### config.mk
export PLATFORM = sky130hd
export DESIGN_NAME = dptr_pair_unit
export DESIGN_NICKNAME = d
export VERILOG_FILES = /design/src/rtl/dpu_pkg.sv /design/src/rtl/dpu_ctl_reg.sv /design/src/rtl/dpu_prefix_trk.sv /design/src/rtl/dpu_ptr_slot.sv /design/src/rtl/dptr_pair_unit.sv
export SDC_FILE = /design/constraint.sdc
export NUM_CORES = 1
export LEC_CHECK = 0
export ABC_AREA = 1
export BUFFER_PORTS_ARGS = -buffer_cell sky130_fd_sc_hd__buf_2
export CAP_MARGIN = 20
export CELL_PAD_IN_SITES_DETAIL_PLACEMENT = 0
export CELL_PAD_IN_SITES_GLOBAL_PLACEMENT = 1
export CORE_MARGIN = 1
export CORE_UTILIZATION = 39
export CTS_CLUSTER_DIAMETER = 50
export CTS_CLUSTER_SIZE = 14
export DETAILED_ROUTE_END_ITERATION = 6
export GPL_TIMING_DRIVEN = 0
export PLACE_DENSITY_LB_ADDON = 0.1
export SYNTH_ARGS = -nofsm -noshare
export SYNTH_HDL_FRONTEND = slang
export SYNTH_SLANG_ARGS = --single-unit
export TNS_END_PERCENT = 1
### constraint.sdc
create_clock -name clk -period 1.98 [get_ports clk]
set_input_delay 0.495 -clock clk [delete_from_list [all_inputs] [get_ports clk]]
set_output_delay 0.495 -clock clk [all_outputs]
set_load 0.01 [all_outputs]
### src/rtl/dpu_pkg.sv
package dpu_pkg;

  localparam int PTR_W     = 16;
  localparam int BYTE_W    = 8;
  localparam int NPTR      = 2;
  localparam int CTL_FLAGS = BYTE_W - 3;

  typedef logic [PTR_W-1:0]     ptr_t;
  typedef logic [BYTE_W-1:0]    byte_t;
  typedef logic [CTL_FLAGS-1:0] flags_t;

  typedef enum logic [2:0] {
    SFR_NONE,
    SFR_CUR_LO,
    SFR_CUR_HI,
    SFR_ALT_LO,
    SFR_ALT_HI,
    SFR_CTL
  } sfr_kind_e;

  function automatic ptr_t ptr_next(input ptr_t p);
    return p + ptr_t'(1);
  endfunction

  function automatic ptr_t byte_merge(input ptr_t p, input logic hi, input byte_t b);
    ptr_t r;
    r = p;
    if (hi) r[PTR_W-1:BYTE_W] = b;
    else    r[BYTE_W-1:0]     = b;
    return r;
  endfunction

  function automatic byte_t byte_pick(input ptr_t p, input logic hi);
    return hi ? p[PTR_W-1:BYTE_W] : p[BYTE_W-1:0];
  endfunction

  function automatic byte_t ctl_pack(input flags_t f, input logic s);
    return {f, 2'b00, s};
  endfunction

endpackage

### src/rtl/dpu_ctl_reg.sv
module dpu_ctl_reg
  import dpu_pkg::*;
(
  input  logic   clk,
  input  logic   rst_n,
  input  logic   wr,
  input  logic   wsel,
  input  flags_t wflags,
  output logic   sel,
  output byte_t  rdata
);

  flags_t flags_q;

  always_ff @(posedge clk or negedge rst_n) begin
    if (!rst_n) begin
      sel     <= 1'b0;
      flags_q <= '0;
    end else if (wr) begin
      sel     <= wsel;
      flags_q <= wflags;
    end
  end

  assign rdata = ctl_pack(flags_q, sel);


  ctl_fields_chk: assert property (@(posedge clk) disable iff (!rst_n)
    wr |=> (rdata[2:1] == 2'b00) && (rdata[0] == $past(wsel)) &&
           (rdata[BYTE_W-1:3] == $past(wflags)));

endmodule

### src/rtl/dpu_prefix_trk.sv
module dpu_prefix_trk (
  input  logic clk,
  input  logic rst_n,
  input  logic pfx_seen,
  input  logic ins_end,
  input  logic ins_jmp,
  input  logic sel,
  output logic armed,
  output logic eff_sel
);

  always_ff @(posedge clk or negedge rst_n) begin
    if (!rst_n)        armed <= 1'b0;
    else if (pfx_seen) armed <= 1'b1;
    else if (ins_end)  armed <= 1'b0;
  end

  assign eff_sel = sel ^ (armed & ~ins_jmp);


  arm_set_chk: assert property (@(posedge clk) disable iff (!rst_n)
    pfx_seen |=> armed);


  arm_clear_chk: assert property (@(posedge clk) disable iff (!rst_n)
    (ins_end && !pfx_seen) |=> !armed);

endmodule

### src/rtl/dpu_ptr_slot.sv
module dpu_ptr_slot
  import dpu_pkg::*;
(
  input  logic  clk,
  input  logic  rst_n,
  input  logic  wr_lo,
  input  logic  wr_hi,
  input  byte_t wdata,
  input  logic  ins_inc,
  input  logic  ins_load,
  input  ptr_t  ld_val,
  output ptr_t  val
);

  ptr_t nxt;

  always_comb begin
    nxt = val;
    if (wr_lo) nxt = byte_merge(nxt, 1'b0, wdata);
    if (wr_hi) nxt = byte_merge(nxt, 1'b1, wdata);
    if (ins_load)     nxt = ld_val;
    else if (ins_inc) nxt = ptr_next(val);
  end

  always_ff @(posedge clk or negedge rst_n) begin
    if (!rst_n) val <= '0;
    else        val <= nxt;
  end


  load_wins_chk: assert property (@(posedge clk) disable iff (!rst_n)
    ins_load |=> val == $past(ld_val));


  inc_step_chk: assert property (@(posedge clk) disable iff (!rst_n)
    (ins_inc && !ins_load) |=> val == ptr_t'($past(val) + ptr_t'(1)));


  slot_hold_chk: assert property (@(posedge clk) disable iff (!rst_n)
    !(wr_lo || wr_hi || ins_inc || ins_load) |=> $stable(val));

endmodule

### src/rtl/dptr_pair_unit.sv
module dptr_pair_unit
  import dpu_pkg::*;
#(
  parameter logic [7:0] ADDR_CUR_LO = 8'h82,
  parameter logic [7:0] ADDR_CUR_HI = 8'h83,
  parameter logic [7:0] ADDR_ALT_LO = 8'hD4,
  parameter logic [7:0] ADDR_ALT_HI = 8'hD5,
  parameter logic [7:0] ADDR_CTL    = 8'hA2
) (
  input  logic        clk,
  input  logic        rst_n,
  input  logic [7:0]  sfr_addr,
  input  logic        sfr_wr,
  input  logic [7:0]  sfr_wdata,
  output logic [7:0]  sfr_rdata,
  input  logic        ins_prefix,
  input  logic        ins_end,
  input  logic        ins_jmp,
  input  logic        ins_inc,
  input  logic        ins_load,
  input  logic [15:0] ins_ld_val,
  output logic [15:0] ptr_addr
);

  sfr_kind_e kind;
  logic      sel_q;
  logic      pfx_armed;
  logic      eff_sel;
  byte_t     ctl_rdata;
  logic      ctl_wr;
  ptr_t      ptr_q [NPTR];
  ptr_t      cur_val;
  ptr_t      alt_val;
  logic      ctl_wd_unused;

  always_comb begin
    unique case (sfr_addr)
      ADDR_CUR_LO: kind = SFR_CUR_LO;
      ADDR_CUR_HI: kind = SFR_CUR_HI;
      ADDR_ALT_LO: kind = SFR_ALT_LO;
      ADDR_ALT_HI: kind = SFR_ALT_HI;
      ADDR_CTL:    kind = SFR_CTL;
      default:     kind = SFR_NONE;
    endcase
  end

  assign ctl_wr        = sfr_wr && (kind == SFR_CTL);
  assign ctl_wd_unused = ^sfr_wdata[2:1];

  dpu_ctl_reg i_ctl (
    .clk    (clk),
    .rst_n  (rst_n),
    .wr     (ctl_wr),
    .wsel   (sfr_wdata[0]),
    .wflags (sfr_wdata[BYTE_W-1:3]),
    .sel    (sel_q),
    .rdata  (ctl_rdata)
  );

  dpu_prefix_trk i_pfx (
    .clk      (clk),
    .rst_n    (rst_n),
    .pfx_seen (ins_prefix),
    .ins_end  (ins_end),
    .ins_jmp  (ins_jmp),
    .sel      (sel_q),
    .armed    (pfx_armed),
    .eff_sel  (eff_sel)
  );

  for (genvar g = 0; g < NPTR; g++) begin : g_slot
    logic is_cur;
    logic hit;
    logic wr_lo;
    logic wr_hi;

    assign is_cur = (sel_q == 1'(g));
    assign hit    = ins_end && (eff_sel == 1'(g));
    assign wr_lo  = sfr_wr && ((kind == SFR_CUR_LO &&  is_cur) ||
                               (kind == SFR_ALT_LO && !is_cur));
    assign wr_hi  = sfr_wr && ((kind == SFR_CUR_HI &&  is_cur) ||
                               (kind == SFR_ALT_HI && !is_cur));

    dpu_ptr_slot i_slot (
      .clk      (clk),
      .rst_n    (rst_n),
      .wr_lo    (wr_lo),
      .wr_hi    (wr_hi),
      .wdata    (sfr_wdata),
      .ins_inc  (hit && ins_inc),
      .ins_load (hit && ins_load),
      .ld_val   (ins_ld_val),
      .val      (ptr_q[g])
    );
  end

  assign cur_val  = ptr_q[sel_q];
  assign alt_val  = ptr_q[~sel_q];
  assign ptr_addr = ptr_q[eff_sel];

  always_comb begin
    unique case (kind)
      SFR_CUR_LO: sfr_rdata = byte_pick(cur_val, 1'b0);
      SFR_CUR_HI: sfr_rdata = byte_pick(cur_val, 1'b1);
      SFR_ALT_LO: sfr_rdata = byte_pick(alt_val, 1'b0);
      SFR_ALT_HI: sfr_rdata = byte_pick(alt_val, 1'b1);
      SFR_CTL:    sfr_rdata = ctl_rdata;
      default:    sfr_rdata = '0;
    endcase
  end


  jmp_ignores_prefix_chk: assert property (@(posedge clk) disable iff (!rst_n)
    ins_jmp |-> ptr_addr == (sel_q ? ptr_q[1] : ptr_q[0]));


  sel_only_by_bus_chk: assert property (@(posedge clk) disable iff (!rst_n)
    !ctl_wr |=> $stable(sel_q));

endmodule

Yosys cells after proc, flatten, opt, wreduce, memory -nomap -nowiden
Index checks and enable logic that the tools add are counted.
{"block": "word_totals", "ff_bits": 39, "in_bits": 40, "output_inout_bits": 24, "wordCells": 78}
{"block": "op_classes", "addsub": 2, "n_lt_le_gt_ge": 3, "eq_ne": 10, "mux": 21, "bitwise_logic": 8, "n_reduce_logical": 27}
{"op": "$mux 16", "n": 15}
{"op": "$eq 8x8->1 const B", "n": 5}
{"op": "$pmux 8 s5", "n": 1}
{"op": "$add 16x1->16 const B", "n": 2}
{"op": "$logic_and 1x1->1", "n": 19}
{"op": "$mux 8", "n": 2}
{"op": "$pmux 3 s5", "n": 1}
{"op": "$eq 3x2->1 const B", "n": 2}
{"op": "$eq 3x3->1 const B", "n": 2}
{"op": "$ge 2x2->1 const B", "n": 3}
{"op": "$not 1->2", "n": 3}
{"op": "$reduce_bool 3->1", "n": 2}
{"op": "$logic_or 1x1->1", "n": 4}
{"op": "$eq 3x1->1 const B", "n": 1}
{"op": "$not 1->1", "n": 3}
{"op": "$mux 1", "n": 2}
{"op": "$reduce_bool 2->1", "n": 1}
{"op": "$and 1x1->1", "n": 1}
{"op": "$logic_not 1->1", "n": 1}
{"op": "$xor 1x1->1", "n": 1}

Longest topological paths before layout
{"block": "logic_depth", "depth_word": 10, "depth_mapped": 11, "mapped_depth_nobuf": 11}

Hierarchy
A second synthesis with hierarchy kept.
{"block": "hier_totals", "cells_unflattened": 713, "hier_area_um2": 4053.9}
{"mod": "dpu_ptr_slot", "instances": 2, "cells_each": 205, "area_per_inst_um2": 1247.4, "seq_area_each_um2": 400.4}
{"mod": "dptr_pair_unit", "instances": 1, "cells_each": 265, "area_per_inst_um2": 1251.2, "seq_area_each_um2": 0.0}
{"mod": "dpu_ctl_reg", "instances": 1, "cells_each": 29, "area_per_inst_um2": 247.7, "seq_area_each_um2": 150.1}
{"mod": "dpu_prefix_trk", "instances": 1, "cells_each": 9, "area_per_inst_um2": 60.1, "seq_area_each_um2": 25.0}

Worst setup path before layout
No wires, ideal clock.
{"block": "synth_path", "kind": "input to output", "startpoint": "input port ins_jmp", "endpoint": "output port ptr_addr[0]", "t_arrival_ns": 1.328, "required_time_ns": 1.485, "slack_ns": 0.157, "stages": 6, "path_buffers": 1, "path_cell_list": "inv_1 -> nand2_1 -> nand2_4 -> nand2_8 -> clkbuf_1 -> o21ai_0"}
{"block": "synth_between", "elab_chain_len": 7}
{"element": "start: declaration", "line": "dptr_pair_unit.sv:18", "rtl": "input logic ins_jmp,"}
{"element": "$not 1->1", "line": "dpu_prefix_trk.sv:18", "rtl": "assign eff_sel = sel ^ (armed & ~ins_jmp);"}
{"element": "$and 1x1->1", "line": "dpu_prefix_trk.sv:18"}
{"element": "$xor 1x1->1", "line": "dpu_prefix_trk.sv:18"}
{"element": "$not 1->2 (implied by the code)", "line": "dptr_pair_unit.sv:99", "rtl": "assign ptr_addr = ptr_q[eff_sel];"}
{"element": "$mux 16 (implied by the code) (3 in a row)", "line": "dptr_pair_unit.sv:99"}
{"element": "end: declaration", "line": "dptr_pair_unit.sv:22", "rtl": "output logic [15:0] ptr_addr"}
Every way passes these cells. The select of a mux whose other input is x is not followed.

Worst setup path after layout
{"block": "layout_path", "startpoint": "register i_ctl.sel", "endpoint": "output port sfr_rdata[5]"}
{"block": "layout_between", "elab_chain_len": 6, "elab_cells_between_ends": 10, "cone_classes": "7 x mux; 3 x bitwise"}
{"element": "start: declaration", "line": "dpu_ctl_reg.sv:9", "rtl": "output logic sel,"}
{"element": "start signal: assignment", "line": "dpu_ctl_reg.sv:20", "rtl": "sel <= wsel;"}
{"element": "$not 1->1", "line": "dptr_pair_unit.sv:98", "rtl": "assign alt_val = ptr_q[~sel_q];"}
{"element": "$not 1->2", "line": "dptr_pair_unit.sv:98"}
{"element": "$mux 16 (implied by the code) (3 in a row)", "line": "dptr_pair_unit.sv:98"}
{"element": "$pmux 8 s5 (*)", "line": "dptr_pair_unit.sv:102", "rtl": "unique case (kind)"}
{"element": "end: declaration", "line": "dptr_pair_unit.sv:15", "rtl": "output logic [7:0] sfr_rdata,"}
Mark *: on every way between the ends. The rest lies on a longest branch, timed or not. The select of a mux whose other input is x is not followed.

==> results_dict.tcl <==
set metrics [dict create \
    synth_edf_count 0 \
    port_buffers 62 \
    die_w_um 101 \
    syn_nets 702 \
    hold_class "in -> async" \
    final_common_cell "nand2_1" \
    met1_length_mm 6.58 \
    num_rows 35 \
    drv_cap 0 \
    fillers 1034 \
    placed_area_um2 4290 \
    postSynthAreaPerCell_um2 5.78 \
    io-pin-count 64 \
    routed-wl-met2_mm 6.32 \
    grt_pass1_wl_mm 22.1 \
    max-clock-path-buffers 2 \
    setup_ws_ns -0.138 \
    chipHeight_um 101 \
    finalCritPeriodShare_pct 107 \
    grt_pass1_vias 4152 \
    utilization_pct 50.4 \
    grt_antenna_before_repair 0 \
    arrival_ns 1.62 \
    cts_tree "done" \
    vdd_drop_max_uv 341 \
    violations "setup timing" \
    diodes 0 \
    p_seq_share_pct 38.3 \
    synth_flop_cell "dfrtp_1" \
    synth-seq-cells 39 \
    cp-startpoint "i_ctl.sel" \
    drt_iter0_markers 354 \
    route.detailed.drc 0 \
    dr.pass1.iters 5 \
    grtUsageTotal_pct 29.0 \
    crit_path_start_kind "register" \
    place_congestion 0.903 \
    relSlewSlack_pct 67.4 \
    max_freq_ghz 0.472 \
    worst_path_max_delay_cell "dfrtp_1" \
    fin_area_um2 4720 \
    crit_required_ns 1.48 \
    core_area_um2 9370 \
    yosysWarnings 0 \
    syn_inst 660 \
    r2r-end "g_slot[0].i_slot.val[6]" \
    grt-ovfl-total 0 \
    nets 781 \
    switching_share_pct 42.4 \
    via_per_inst 5.20 \
    wl_per_cell_um 16.5 \
    combPwrFrac_pct 37.0 \
    insertion_delay_ns 0.31 \
    pwr-share-clk_pct 24.7 \
    path_clk_slew_ns 0.09 \
    yosys.area.top_type_share_pct 31.0 \
    total_leakage_power_nw 2.52 \
    crit_chain "buf_6 -> inv_8 -> nand3_2 -> nand2_4 -> nand2_1 -> nand3_1 -> or2_4 -> buf_6" \
    highest_layer "met4" \
    h-tree-depth 2 \
    final_cell_mix "nand2_1 (308), buf_2 (69), nand3_1 (57)" \
    internal-power_mw 1.73 \
    rsz0062_at_grt "true" \
    place.detailed.hpwl_mm 11.1 \
    power.switching_mw 1.28 \
    end_kind "primary output" \
    initial_core_util_pct 40.7 \
    min_period_ns 2.12 \
    synthTopCellsByArea "nand2_1 (31%), dfrtp_1 (26%), nand3_1 (8.1%)" \
    wl_mm 14.3 \
    ff2ff_path_depth 11 \
    path_max_fanout 10 \
    cp_slowest_stage_delay_ns 0.35 \
    syn_area_um2 3820 \
    root_buffer "clkbuf_8" \
    yosysUniqueCellTypes 36 \
    ant_nets 0 \
    final_max_slew_viol_count 0 \
    cp_common_cell "buf_6" \
    cts_inserted_buffers 5 \
    p_per_area_nw_per_um2 638 \
    reg2reg_slack_ns 0.13 \
    die_area_um2 10200 \
    vias 4519 \
    grt_max_degree 40 \
    async_reset_ff_share_pct 100 \
    synth_top_cell_by_area "nand2_1" \
    status "finished, violations left" \
    cts_sinks 39 \
    syn2layout_area_growth_pct 23.7 \
    routed-wl-met3_um 978 \
    setup_viol 24 \
    ys_seq_area_share_pct 25.6 \
    endpoint "sfr_rdata[5]" \
    finalHoldViolations 0 \
    tightest_slew_ns 0.489 \
    skew_ns 0.00515 \
    drive_above_1_share_pct 22.0 \
    reg2reg_from "i_ctl.sel" \
    worst-setup-path-type "reg -> out" \
]
## worst min path at each step
stage	start	endpoint	cells past startpoint
2_1_floorplan	rst_n	g_slot[0].i_slot.val[0]	0
3_3_place_gp	i_ctl.flags_q[2]	i_ctl.flags_q[2]	1
3_5_place_dp	i_ctl.flags_q[2]	i_ctl.flags_q[2]	1
4_1_cts	ins_prefix	i_pfx.armed	2
5_1_grt	rst_n	g_slot[0].i_slot.val[9]	1
6_report	rst_n	i_ctl.flags_q[3]	1
## layer usage
metal / GRT usage [%] / vias to the layer above
li1: - / 2226
met1: 41.3 / 2080
met2: 45.4 / 188
met3: 3.19 / 25
met4: 10.4 / 0
met5: 0 / -
## power by group through the flow
stage | registers, mW | clock network (mW) | logic, mW
floorplan | 1.07 | 0 | 0.710
global placement | 1.15 | 0 | 1.04
detailed placement | 1.15 | 0 | 1.05
CTS | 1.15 | 0.758 | 1.09
global route | 1.17 | 0.785 | 1.24
finish | 1.15 | 0.742 | 1.11
## state kept, by name (all words and copies together), names as in the netlist
name and cells:
g_slot.i_slot.val 32, i_ctl.flags_q 5, i_ctl.sel 1, i_pfx.armed 1
## worst max-delay path: cells and delay by family (launching register included)
family	cells	cell delay, ns
buffers and inverters	3	0.37
and+or+nand+nor	5	0.60
DFF	1	0.35
## per-stage QoR
stage          setup slack (ns)  total power, mW  hold WS, ns  instances  setup TNS [ns]
6_report                 -0.138             3.01        0.100        869           -2.42
5_1_grt                  -0.199             3.20        0.108        869           -4.18
4_1_cts                  -0.112             3.00        0.386        868           -2.06
3_5_place_dp             -0.254             2.20        0.503        851           -5.43
3_3_place_gp             -0.238             2.19        0.490        851           -4.39
2_1_floorplan             0.157             1.78        0.199        660               0
## kinds of logic after synthesis
family | Yosys count | synth area share, %
XOR/XNOR | 8 | 1.84
flip-flops | 39 | 25.6
AND/OR/NAND/NOR | 465 | 52.5
adder cells (fa/ha/maj) | 2 | 0.656
multiplexers | 5 | 1.48
buffers and inverters | 91 | 10.1
AO/OA/AOI/OAI | 50 | 7.90
## synth_stat cells (3+ instances only)
cell type,instances
a21oi_1,17
and2_1,3
buf_2,10
buf_6,3
clkbuf_1,8
dfrtp_1,39
inv_1,61
inv_2,6
mux2_2,5
nand2_1,315
nand2_2,6
nand3_1,62
nand3_4,3
nand4_1,15
nor2_1,47
nor2_2,4
o211ai_1,6
o21ai_0,14
o21ai_2,3
o31ai_1,3
xor2_1,8
## layout make-up
type | count | area, µm² | share of cell area [%]
Clock inverter | 2 | 35.0 | 0.742
Timing Repair Buffer | 73 | 425 | 9.01
Buffer | 21 | 170 | 3.61
Multi-Input combinational cell | 530 | 2590 | 55.0
Tap cell | 129 | 161 | 3.42
Clock buffer | 6 | 82.6 | 1.75
Sequential cell | 39 | 976 | 20.7
Inverter | 69 | 274 | 5.81
## timing repair
item,CTS,global route
pin swaps,12,14
cloned,0,0
hold buffers,0,0
endpoints found under the setup margin,24,24
resized for setup,54,20
buffers inserted,10,0
No activity file was read; power rests on OpenSTA's default activity.
